**src/rtl/rxg_pkg.sv**
```systemverilog
package rxg_pkg;
    typedef enum logic [1:0] {
        S_IDLE    = 2'd0,
        S_COLLECT = 2'd1,
        S_DISCARD = 2'd2
    } rxg_state_e;

    typedef struct packed {
        logic bypass;
        logic abort;
        logic runt;
    } rxg_stat_t;

    function automatic int unsigned fwd_point(input logic [1:0] sel,
                                              input int unsigned step,
                                              input int unsigned floor_b);
        int unsigned raw;
        raw = (int'(sel) + 1) * step;
        return (raw < floor_b) ? floor_b : raw;
    endfunction
endpackage

```
**src/rtl/rxg_len_ctr.sv**
```systemverilog
module rxg_len_ctr #(
    parameter int CW = 14
) (
    input  logic          clk,
    input  logic          rst_n,
    input  logic          beat,
    input  logic          first,
    output logic [CW-1:0] cnt_nxt,
    output logic [CW-1:0] cnt_q
);
    localparam logic [CW-1:0] CNT_MAX = '1;

    logic [CW-1:0] cnt_base;

    always_comb begin
        cnt_base = first ? '0 : cnt_q;
        cnt_nxt  = (cnt_base == CNT_MAX) ? cnt_base : cnt_base + 1'b1;
    end

    always_ff @(posedge clk) begin
        if (!rst_n)
            cnt_q <= '0;
        else if (beat)
            cnt_q <= cnt_nxt;
    end


    cnt_step_chk: assert property (@(posedge clk) disable iff (!rst_n)
        (beat && !first && cnt_q != CNT_MAX) |=> (cnt_q == $past(cnt_q) + 1'b1));
endmodule

```
**src/rtl/rxg_start_dec.sv**
```systemverilog
module rxg_start_dec #(
    parameter int CW       = 14,
    parameter int THR_STEP = 32,
    parameter int RUNT_MIN = 64
) (
    input  logic          en,
    input  logic          cfg_store_fwd,
    input  logic [1:0]    cfg_thr,
    input  logic [CW-1:0] cnt_nxt,
    input  logic          last,
    input  logic          ok,
    input  logic          started,
    input  logic          drop,
    output logic          start
);
    import rxg_pkg::*;

    logic [CW-1:0] fwd_at;
    logic          long_enough;
    logic          reached;

    always_comb begin
        fwd_at      = CW'(fwd_point(cfg_thr, THR_STEP, RUNT_MIN));
        long_enough = (cnt_nxt >= CW'(RUNT_MIN));
        reached     = cfg_store_fwd ? (last && long_enough)
                                    : ((cnt_nxt >= fwd_at) || (last && long_enough));
        start       = en && !started && !drop && ok && reached;
    end


    always_comb begin
        if (start) runt_never_started_chk: assert (cnt_nxt >= CW'(RUNT_MIN));
    end
endmodule

```
**src/rtl/rxg_wr_stage.sv**
```systemverilog
module rxg_wr_stage #(
    parameter int DW = 8,
    parameter int AW = 12
) (
    input  logic          clk,
    input  logic          rst_n,
    input  logic          first_beat,
    input  logic          wr,
    input  logic          drop,
    input  logic          last,
    input  logic [2:0]    stat,
    input  logic [DW-1:0] data,
    output logic          wr_en,
    output logic [AW-1:0] wr_addr,
    output logic [DW-1:0] wr_data,
    output logic          wr_last,
    output logic [2:0]    wr_stat,
    output logic          drop_q,
    output logic [AW-1:0] ptr_q
);
    logic [AW-1:0] base_q;

    always_ff @(posedge clk) begin
        if (!rst_n) begin
            ptr_q   <= '0;
            base_q  <= '0;
            wr_en   <= 1'b0;
            wr_addr <= '0;
            wr_data <= '0;
            wr_last <= 1'b0;
            wr_stat <= '0;
            drop_q  <= 1'b0;
        end else begin
            wr_en   <= wr;
            wr_last <= wr && last;
            drop_q  <= drop;
            if (first_beat)
                base_q <= ptr_q;
            if (wr) begin
                wr_addr <= ptr_q;
                wr_data <= data;
                wr_stat <= last ? stat : 3'b000;
                ptr_q   <= ptr_q + 1'b1;
            end else if (drop) begin
                ptr_q <= first_beat ? ptr_q : base_q;
            end
        end
    end


    rewind_to_base_chk: assert property (@(posedge clk) disable iff (!rst_n)
        drop_q |-> (ptr_q == base_q));

    addr_advance_chk: assert property (@(posedge clk) disable iff (!rst_n)
        wr_en |-> (ptr_q == wr_addr + 1'b1));
endmodule

```
**src/rtl/rx_fwd_gate.sv**
```systemverilog
module rx_fwd_gate #(
    parameter int DW       = 8,
    parameter int AW       = 12,
    parameter int CW       = 14,
    parameter int THR_STEP = 32,
    parameter int RUNT_MIN = 64
) (
    input  logic          clk,
    input  logic          rst_n,
    input  logic          in_valid,
    input  logic [DW-1:0] in_data,
    input  logic          in_sof,
    input  logic          in_eof,
    input  logic          in_abort,
    input  logic          filt_valid,
    input  logic          filt_pass,
    input  logic          cfg_rx_all,
    input  logic          cfg_store_fwd,
    input  logic [1:0]    cfg_thr,
    input  logic          cfg_no_flush,
    output logic          fifo_wr_en,
    output logic [AW-1:0] fifo_wr_addr,
    output logic [DW-1:0] fifo_wr_data,
    output logic          fifo_wr_last,
    output logic [2:0]    fifo_wr_stat,
    output logic [AW-1:0] fifo_wr_ptr,
    output logic          fifo_drop,
    output logic          dma_start
);
    import rxg_pkg::*;

    rxg_state_e    st_q, st_d;
    logic          known_q, praw_q, started_q;
    logic          first, in_frame, known_c, praw_c, started_c;
    logic          ok_c, rej_c, runt_c, drop_c, wr_c, start_c;
    rxg_stat_t     stat_c;
    logic [CW-1:0] cnt_nxt, cnt_q;

    always_comb begin
        first     = (st_q == S_IDLE);
        in_frame  = in_valid && ((first && in_sof) || (st_q == S_COLLECT));
        known_c   = (!first && known_q) || filt_valid;
        praw_c    = filt_valid ? filt_pass : (!first && praw_q);
        started_c = !first && started_q;
        ok_c      = cfg_rx_all || (known_c && praw_c);
        rej_c     = !cfg_rx_all && ((known_c && !praw_c) || (in_eof && !known_c));
        runt_c    = in_eof && (cnt_nxt < CW'(RUNT_MIN));
        drop_c    = in_frame && (rej_c || (runt_c && !cfg_no_flush));
        wr_c      = in_frame && !drop_c;
        stat_c    = '{bypass: !(known_c && praw_c), abort: in_abort, runt: runt_c};
        st_d      = st_q;
        unique case (st_q)
            S_IDLE, S_COLLECT:
                if (in_frame)
                    st_d = in_eof ? S_IDLE : (drop_c ? S_DISCARD : S_COLLECT);
            S_DISCARD:
                if (in_valid && in_eof) st_d = S_IDLE;
            default: st_d = S_IDLE;
        endcase
    end

    always_ff @(posedge clk) begin
        if (!rst_n) st_q <= S_IDLE;
        else        st_q <= st_d;
    end

    always_ff @(posedge clk) begin
        if (!rst_n) begin
            known_q   <= 1'b0;
            praw_q    <= 1'b0;
            started_q <= 1'b0;
            dma_start <= 1'b0;
        end else begin
            dma_start <= start_c;
            if (in_frame) begin
                known_q   <= known_c;
                praw_q    <= praw_c;
                started_q <= started_c || start_c;
            end
        end
    end

    rxg_len_ctr #(.CW(CW)) u_len (
        .clk(clk), .rst_n(rst_n), .beat(in_frame), .first(first),
        .cnt_nxt(cnt_nxt), .cnt_q(cnt_q)
    );

    rxg_start_dec #(.CW(CW), .THR_STEP(THR_STEP), .RUNT_MIN(RUNT_MIN)) u_start (
        .en(in_frame), .cfg_store_fwd(cfg_store_fwd), .cfg_thr(cfg_thr),
        .cnt_nxt(cnt_nxt), .last(in_eof), .ok(ok_c), .started(started_c),
        .drop(drop_c), .start(start_c)
    );

    rxg_wr_stage #(.DW(DW), .AW(AW)) u_wr (
        .clk(clk), .rst_n(rst_n), .first_beat(in_frame && first),
        .wr(wr_c), .drop(drop_c), .last(in_eof), .stat(stat_c), .data(in_data),
        .wr_en(fifo_wr_en), .wr_addr(fifo_wr_addr), .wr_data(fifo_wr_data),
        .wr_last(fifo_wr_last), .wr_stat(fifo_wr_stat), .drop_q(fifo_drop),
        .ptr_q(fifo_wr_ptr)
    );


    no_start_drop_chk: assert property (@(posedge clk) disable iff (!rst_n)
        !(dma_start && fifo_drop));

    no_wr_in_discard_chk: assert property (@(posedge clk) disable iff (!rst_n)
        (st_q == S_DISCARD) |-> !fifo_wr_en);

    saf_start_last_chk: assert property (@(posedge clk) disable iff (!rst_n)
        (dma_start && cfg_store_fwd) |-> fifo_wr_last);
endmodule

```
**config.mk**
```make
export PLATFORM = sky130hd
export DESIGN_NAME = rx_fwd_gate
export DESIGN_NICKNAME = d
export VERILOG_FILES = /design/src/rtl/rxg_pkg.sv /design/src/rtl/rxg_len_ctr.sv /design/src/rtl/rxg_start_dec.sv /design/src/rtl/rxg_wr_stage.sv /design/src/rtl/rx_fwd_gate.sv
export SDC_FILE = /design/constraint.sdc
export NUM_CORES = 1
export LEC_CHECK = 0
export BUFFER_PORTS_ARGS = -buffer_cell sky130_fd_sc_hd__buf_2
export CAP_MARGIN = 20
export CORE_MARGIN = 2
export CORE_UTILIZATION = 30
export CTS_CLUSTER_SIZE = 8
export DETAILED_ROUTE_END_ITERATION = 8
export SLEW_MARGIN = 20
export SYNTH_ARGS = -nofsm -noshare
export SYNTH_HDL_FRONTEND = slang
export SYNTH_HIERARCHICAL = 1
export SYNTH_SLANG_ARGS = --single-unit
export TNS_END_PERCENT = 1
```
**constraint.sdc**
```tcl
create_clock -name clk -period 4.57 [get_ports clk]
set_clock_uncertainty 0.1 [all_clocks]
set_input_delay 0.2285 -clock clk [delete_from_list [all_inputs] [get_ports clk]]
set_output_delay 0.2285 -clock clk [all_outputs]
set_load 0.005 [all_outputs]
```
### Word level (Yosys, flattened, before mapping)

Cells that the tools add are included.

| storage, ports and cells | value |
|---|---|
| input bits | 21 |
| register bits | 70 |

| cells by class | value |
|---|---|
| $lt $le $gt $ge | 4 |
| equal/unequal tests | 5 |
| add/subtract/negate cells | 3 |
| multiplexer cells | 14 |
| reduce and logical (&&, ||, !) cells | 40 |

Operator list:

| operator | number |
|---|---|
| two-way mux 14 bit | 3 |
| two-way mux 12 bit | 3 |
| less-than comparator 32 x 7 -> 1 bit, second input constant | 1 |
| logical AND 1 bit | 21 |
| adder 14 x 1 -> 14 bit, second input constant | 1 |
| == test 14 bit, second input constant | 1 |
| >= comparator 14 bit | 1 |
| >= comparator 14 x 7 -> 1 bit, second input constant | 1 |
| less-than comparator 14 x 7 -> 1 bit, second input constant | 1 |
| adder 12 x 1 -> 12 bit, second input constant | 1 |
| logical NOT 1 bit | 8 |
| two-way mux 2 bit | 4 |
| logical OR 1 bit | 7 |
| != test 2 bit, second input constant | 2 |
| case mux 2 bit (2 select lines) | 1 |
| adder 2 x 1 -> 3 bit, second input constant | 1 |
| two-way mux 3 bit | 1 |
| == test 2 x 1 -> 1 bit, second input constant | 1 |
| == test 2 bit, second input constant | 1 |
| logical NOT 2 bit | 1 |
| two-way mux 1 bit | 2 |
| AND reduction 2 bit | 1 |
| nonzero test 2 bit | 1 |
| OR reduction 2 bit | 1 |

### Logic depth before layout (Yosys ltp)

| depth | value |
|---|---|
| word-level depth | 15 |
| depth in mapped cells | 17 |

### By module

The synthesis kept the hierarchy.

By module, submodules not included:

| module | cells an instance | instances | area each (sq um) |
|---|---|---|---|
| rxg_wr_stage | 218 | 1 | 2103.3 |
| rxg_len_ctr | 147 | 1 | 1132.3 |
| rx_fwd_gate | 46 | 1 | 362.8 |
| rxg_start_dec | 20 | 1 | 142.6 |

### Least setup slack after synthesis

No wires, ideal clock.

| timing | value |
|---|---|
| kind | register to register |
| start point | reg st_q[0] |
| end point | reg u_wr.ptr_q[1] |
| setup slack | 574 ps |
| cell stages (with the launch flop) | 16 |
| library setup time | 128 ps |
| data arrival time | 3769 ps |
| path through | dfxtp_1 > nor2_1 > clkbuf_1 > nor2b_1 > ha_1 > inv_1 > or4_4 > o41a_1 > nor4_1 > nand3_1 > a21oi_1 > nor2b_1 > clkbuf_1 > mux2_1 > mux2i_1 > nor2_1 |

| on the way | value |
|---|---|
| elaborated cells between the ends (all ways) | 32 |
| classes of those cells | 1 x add/sub; 1 x order compare; 2 x eq/ne; 6 x mux; 22 x reduce/logical |

RTL lines:

| element | RTL line | source |
|---|---|---|
| start, declared | rx_fwd_gate.sv:32 | `rxg_state_e st_q, st_d;` |
| start signal, assigned | rx_fwd_gate.sv:64 | `else st_q <= st_d;` |
| logical NOT 2 bit (*) | rx_fwd_gate.sv:40 | `first = (st_q == S_IDLE);` |
| named net first | rx_fwd_gate.sv:34 | `logic first, in_frame, known_c, praw_c, started_c;` |
| two-way mux 14 bit (*) | rxg_len_ctr.sv:16 | `cnt_base = first ? '0 : cnt_q;` |
| adder 14 x 1 -> 14 bit or == test 14 bit (tied branches) | rxg_len_ctr.sv:17 | `cnt_nxt = (cnt_base == CNT_MAX) ? cnt_base : cnt_base + 1'b1;` |
| two-way mux 14 bit (*) | rxg_len_ctr.sv:17 |  |
| named net cnt_nxt[12] | rx_fwd_gate.sv:37 | `logic [CW-1:0] cnt_nxt, cnt_q;` |
| less-than comparator 14 x 7 -> 1 bit (*) | rx_fwd_gate.sv:47 | `runt_c = in_eof && (cnt_nxt < CW'(RUNT_MIN));` |
| logical AND 1 bit (*) | rx_fwd_gate.sv:47 |  |
| logical AND 1 bit (*) | rx_fwd_gate.sv:48 | `drop_c = in_frame && (rej_c \|\| (runt_c && !cfg_no_flush));` |
| logical OR 1 bit (*) | rx_fwd_gate.sv:48 |  |
| logical AND 1 bit (*) | rx_fwd_gate.sv:48 |  |
| named net drop_c | rx_fwd_gate.sv:35 | `logic ok_c, rej_c, runt_c, drop_c, wr_c, start_c;` |
| logical NOT 1 bit | rx_fwd_gate.sv:49 | `wr_c = in_frame && !drop_c;` |
| logical AND 1 bit | rx_fwd_gate.sv:49 |  |
| two-way mux 12 bit or nonzero test 2 bit (tied branches) | - |  |
| end signal, assigned | rxg_wr_stage.sv:43 | `ptr_q <= ptr_q + 1'b1;` |
| end signal, assigned | rxg_wr_stage.sv:45 | `ptr_q <= first_beat ? ptr_q : base_q;` |
| end, declared | rxg_wr_stage.sv:19 | `output logic [AW-1:0] ptr_q` |

The timed path passes the listed nets; every way through them passes the cells marked *. The select of a mux whose other input is x is not followed.
A chain may end at the register's enable or synchronous reset.

### Worst setup path after layout

| timing | value |
|---|---|
| start point | reg st_q[0] |
| end point | reg u_wr.ptr_q[7] |

| on the way | value |
|---|---|
| elaborated cells between the ends (all ways) | 32 |
| classes of those cells | 1 x add/sub; 1 x order compare; 2 x eq/ne; 6 x mux; 22 x reduce/logical |

RTL lines:

| element | RTL line |
|---|---|
| logical NOT 2 bit (*) | rx_fwd_gate.sv:40 |
| named net first | rx_fwd_gate.sv:34 |
| two-way mux 14 bit (*) | rxg_len_ctr.sv:16 |
| adder 14 x 1 -> 14 bit or == test 14 bit (tied branches) | rxg_len_ctr.sv:17 |
| two-way mux 14 bit (*) | rxg_len_ctr.sv:17 |
| named net cnt_nxt[12] | rx_fwd_gate.sv:37 |
| less-than comparator 14 x 7 -> 1 bit (*) | rx_fwd_gate.sv:47 |
| logical AND 1 bit (*) | rx_fwd_gate.sv:47 |
| logical AND 1 bit (*) | rx_fwd_gate.sv:48 |
| logical OR 1 bit (*) | rx_fwd_gate.sv:48 |
| logical AND 1 bit (*) | rx_fwd_gate.sv:48 |
| logical NOT 1 bit (*) | rx_fwd_gate.sv:49 |
| logical AND 1 bit (*) | rx_fwd_gate.sv:49 |
| named net wr_c | rx_fwd_gate.sv:35 |
| two-way mux 12 bit or nonzero test 2 bit (tied branches) | - |

Marked as above.

==> results.sh <==
export IMPL_status="completed"
export IMPL_grt_pass1_wl_um=15200
export IMPL_p_leak_nw=1.85
export IMPL_cp_slowest_cell="or4_4"
export IMPL_cts_tree="yes"
export IMPL_cellPowerDensity_nw_per_um2=332
export IMPL_finalHoldViolations=0
export IMPL_min_from="in_data[0]"
export IMPL_via_count=3407
export IMPL_avgRoutedWirePerCell_um=14.2
export IMPL_synth_cell_types=63
export IMPL_worstPathRequired_ps=4710
export IMPL_grt_max_degree=51
export IMPL_synth_compound_area_share_pct=16.5
export IMPL_crit_family="simple AND/OR/NAND/NOR gates"
export IMPL_grt_usage_pct=14.2
export IMPL_path_class="flop to flop"
export IMPL_drc=0
export IMPL_ant_nets=0
export IMPL_critPathLaunchType="flop"
export IMPL_maxSlewViolCount=0
export IMPL_synth_xor_area_share_pct=2.11
export IMPL_cp_end_kind="flop"
export IMPL_synth_cells=431
export IMPL_post_cts_setup_buffers=0
export IMPL_synth_mux_area_share_pct=10.6
export IMPL_setup_viol=0
export IMPL_area_delta_synth_final_pct=21.4
export IMPL_io_pins=60
export IMPL_cp_max_fo=50
export IMPL_routed_wirelength_um=9340
export IMPL_grt_pass1_vias=3166
export IMPL_overflow=0
export IMPL_fp_row_count=40
export IMPL_clockBufferDepth=2
export IMPL_cts_sinks=70
export IMPL_crit_chain="nor2_1 > nor2b_1 > ha_1 > inv_1 > or4_4 > o41a_1 > nor4_1 > nand3_1 > and3_2 > buf_12 > nor2_1 > a32o_1 > nand3_1 > o311ai_1"
export IMPL_clk_pin_slew_worst_paths_ps=60
export IMPL_cts_htree_levels=3
export IMPL_clock_root_buffer="clkbuf_16"
export IMPL_start_util_pct=30.9
export IMPL_port_buffers=59
export IMPL_syn_area_um2=3740
export IMPL_synth_edf_count=0
export IMPL_syn_area_per_cell_um2=8.68
export IMPL_die_y_um=116
export IMPL_antenna_found_initial=0
export IMPL_fin_tns_setup_ps=0
export IMPL_diodes=0
export IMPL_synth_nets=457
export IMPL_ctsHoldBuffers=0
export IMPL_async_flop_share_pct=0
export IMPL_irDropWorstVdd_v=0.000184
export IMPL_firstDrtPassIters=6
export IMPL_fin_nets=512
export IMPL_rsz0062_at_grt="no"
export IMPL_insertion_delay_ps=330
export IMPL_arrival_ps=4300
export IMPL_place_gp_congestion=0.901
export IMPL_viasPerCell=5.17
export IMPL_die_w_um=116
export IMPL_power_mw=1.51
export IMPL_synth_seq_cells=70
export IMPL_cts_resized=0
export IMPL_cp_startpoint="st_q[0]$_SDFFE_PN0P_"
export IMPL_fin_crit_sh_pct=91.0
export IMPL_fp_coreArea_um2=12100
export IMPL_critPathBufInv=2
export IMPL_period_minus_slack_ps=4160
export IMPL_dieArea_um2=13400
export IMPL_drt_iter0_drc=186
export IMPL_cp_slowest_stage_delay_ps=590
export IMPL_drive_gt1_share_pct=20.4
export IMPL_tightest_slew_ps=537
export IMPL_synthSimpleGateAreaFrac_pct=27.8
export IMPL_yosysSeqAreaShare_pct=37.5
export IMPL_relSlewSlack_pct=64.0
export IMPL_drv_cap=0
export IMPL_r2r_start="st_q[0]$_SDFFE_PN0P_"
export IMPL_hp_class="input port to flop"
export IMPL_synth_ff_type="dfxtp_1"
export IMPL_synth_top_family_by_area="simple AND/OR/NAND/NOR gates"
export IMPL_fin_hold_ws_ps=39.8
export IMPL_synth_fa_ha_area_share_pct=1.67
export IMPL_ys_warn_count=6
export IMPL_hpwl_um=6410
export IMPL_timing_fmax_mhz=240
export IMPL_cts_made_buffers=9
==> worst paths after layout <==
| check | slack [ps] | endpoint | cells after the start |
|---|---|---|---|
| setup reg to reg | 410 | u_wr/ptr_q[7]$_SDFFE_PN0P_ | 14 |
| hold / removal | 40 | u_wr/wr_data[0]$_SDFFE_PN0P_ | 3 |
| setup / recovery | 410 | u_wr/ptr_q[7]$_SDFFE_PN0P_ | 14 |
| hold reg to reg | 370 | u_wr/wr_stat[0]$_SDFFE_PN0P_ | 2 |
==> routing by layer <==
layer	vias to the layer above	part of all wire, %	global-route usage [%]
li1	1684	-	-
met1	1616	47	18.6
met2	94	47	22.8
met3	13	4.8	3.29
met4	0	1.5	5.71
met5	-	0	0
==> area by class of cell <==
cell class                 instances  area (um2)
inverter                          12        45.0
sequential                        70        1400
clock buffer                       9         225
timing repair buffer              67         368
multi-input combinational        326        2200
tap                              168         210
fill                            1231        7570
clock inverter                     7        96.3
==> registers in the layout (all words and copies together) (netlist names), 2 cells and up <==
name and flops:
u_wr/wr_data 8, st_q 2, u_wr/wr_stat 3, u_wr/ptr_q 12, u_wr/wr_addr 12, u_wr/base_q 12, u_len/cnt_q 14
==> kinds of logic after synthesis <==
| family | Yosys count |
|---|---|
| and+or+nand+nor | 185 |
| AOI/OAI and AO/OA | 88 |
| DFF | 70 |
| muxes | 39 |
| buffers and inverters | 35 |
| xor gates and xnor gates | 9 |
| adders and majority gates | 5 |
==> layout by cell type, fill, tap and decap left out, types with 7 or more instances in the layout <==
master / count
nor2_1: 51
a211oi_1: 7
a21oi_1: 23
nand2_1: 27
mux2i_1: 35
clkbuf_16: 9
nor4_1: 9
nor2b_1: 16
buf_2: 59
buf_4: 7
nand2b_1: 15
nand3_1: 20
inv_1: 10
o21ai_0: 11
dfxtp_1: 70
==> through the flow <==
step	setup WS, ps	cells	utilization (%)	instance area [um2]
2_1_floorplan	574	431	-	3740
3_3_place_gp	649	643	34.8	4220
3_5_place_dp	499	643	34.8	4220
4_1_cts	475	659	37.5	4540
5_1_grt	32.6	659	37.5	4540
6_report	410	659	37.5	4540
==> worst min-delay path: cells and delay by family <==
family                 cells  cell delay [ps]
buffers and inverters      1               80
multiplexers               1               60
AND/OR/NAND/NOR            1               70
==> synth_stat cells (6+ instances only) <==
cell type   n  share of area [%]
a211oi_1    7                1.4
a21o_1      6                1.2
a21oi_1    23                3.1
buf_2       8                1.1
clkbuf_1   12                1.2
dfxtp_1    70                 37
inv_1      10                1.0
mux2i_1    35                9.4
nand2_1    27                2.7
nand2b_1   15                2.5
nand3_1    20                2.7
nor2_1     51                5.1
nor2b_1    16                2.7
nor3_1      6               0.80
nor4_1      9                1.5
o21ai_0    11                1.5
xnor2_1     6                1.4
==> power breakdown <==
group / total (mW) / internal, mW / leakage (nW) / switching (mW)
combinational: 0.119 / 0.0489 / 1.12 / 0.0700
clock: 0.755 / 0.480 / 0.160 / 0.275
sequential: 0.634 / 0.622 / 0.566 / 0.0117
Power figures use the tool's default switching activity.
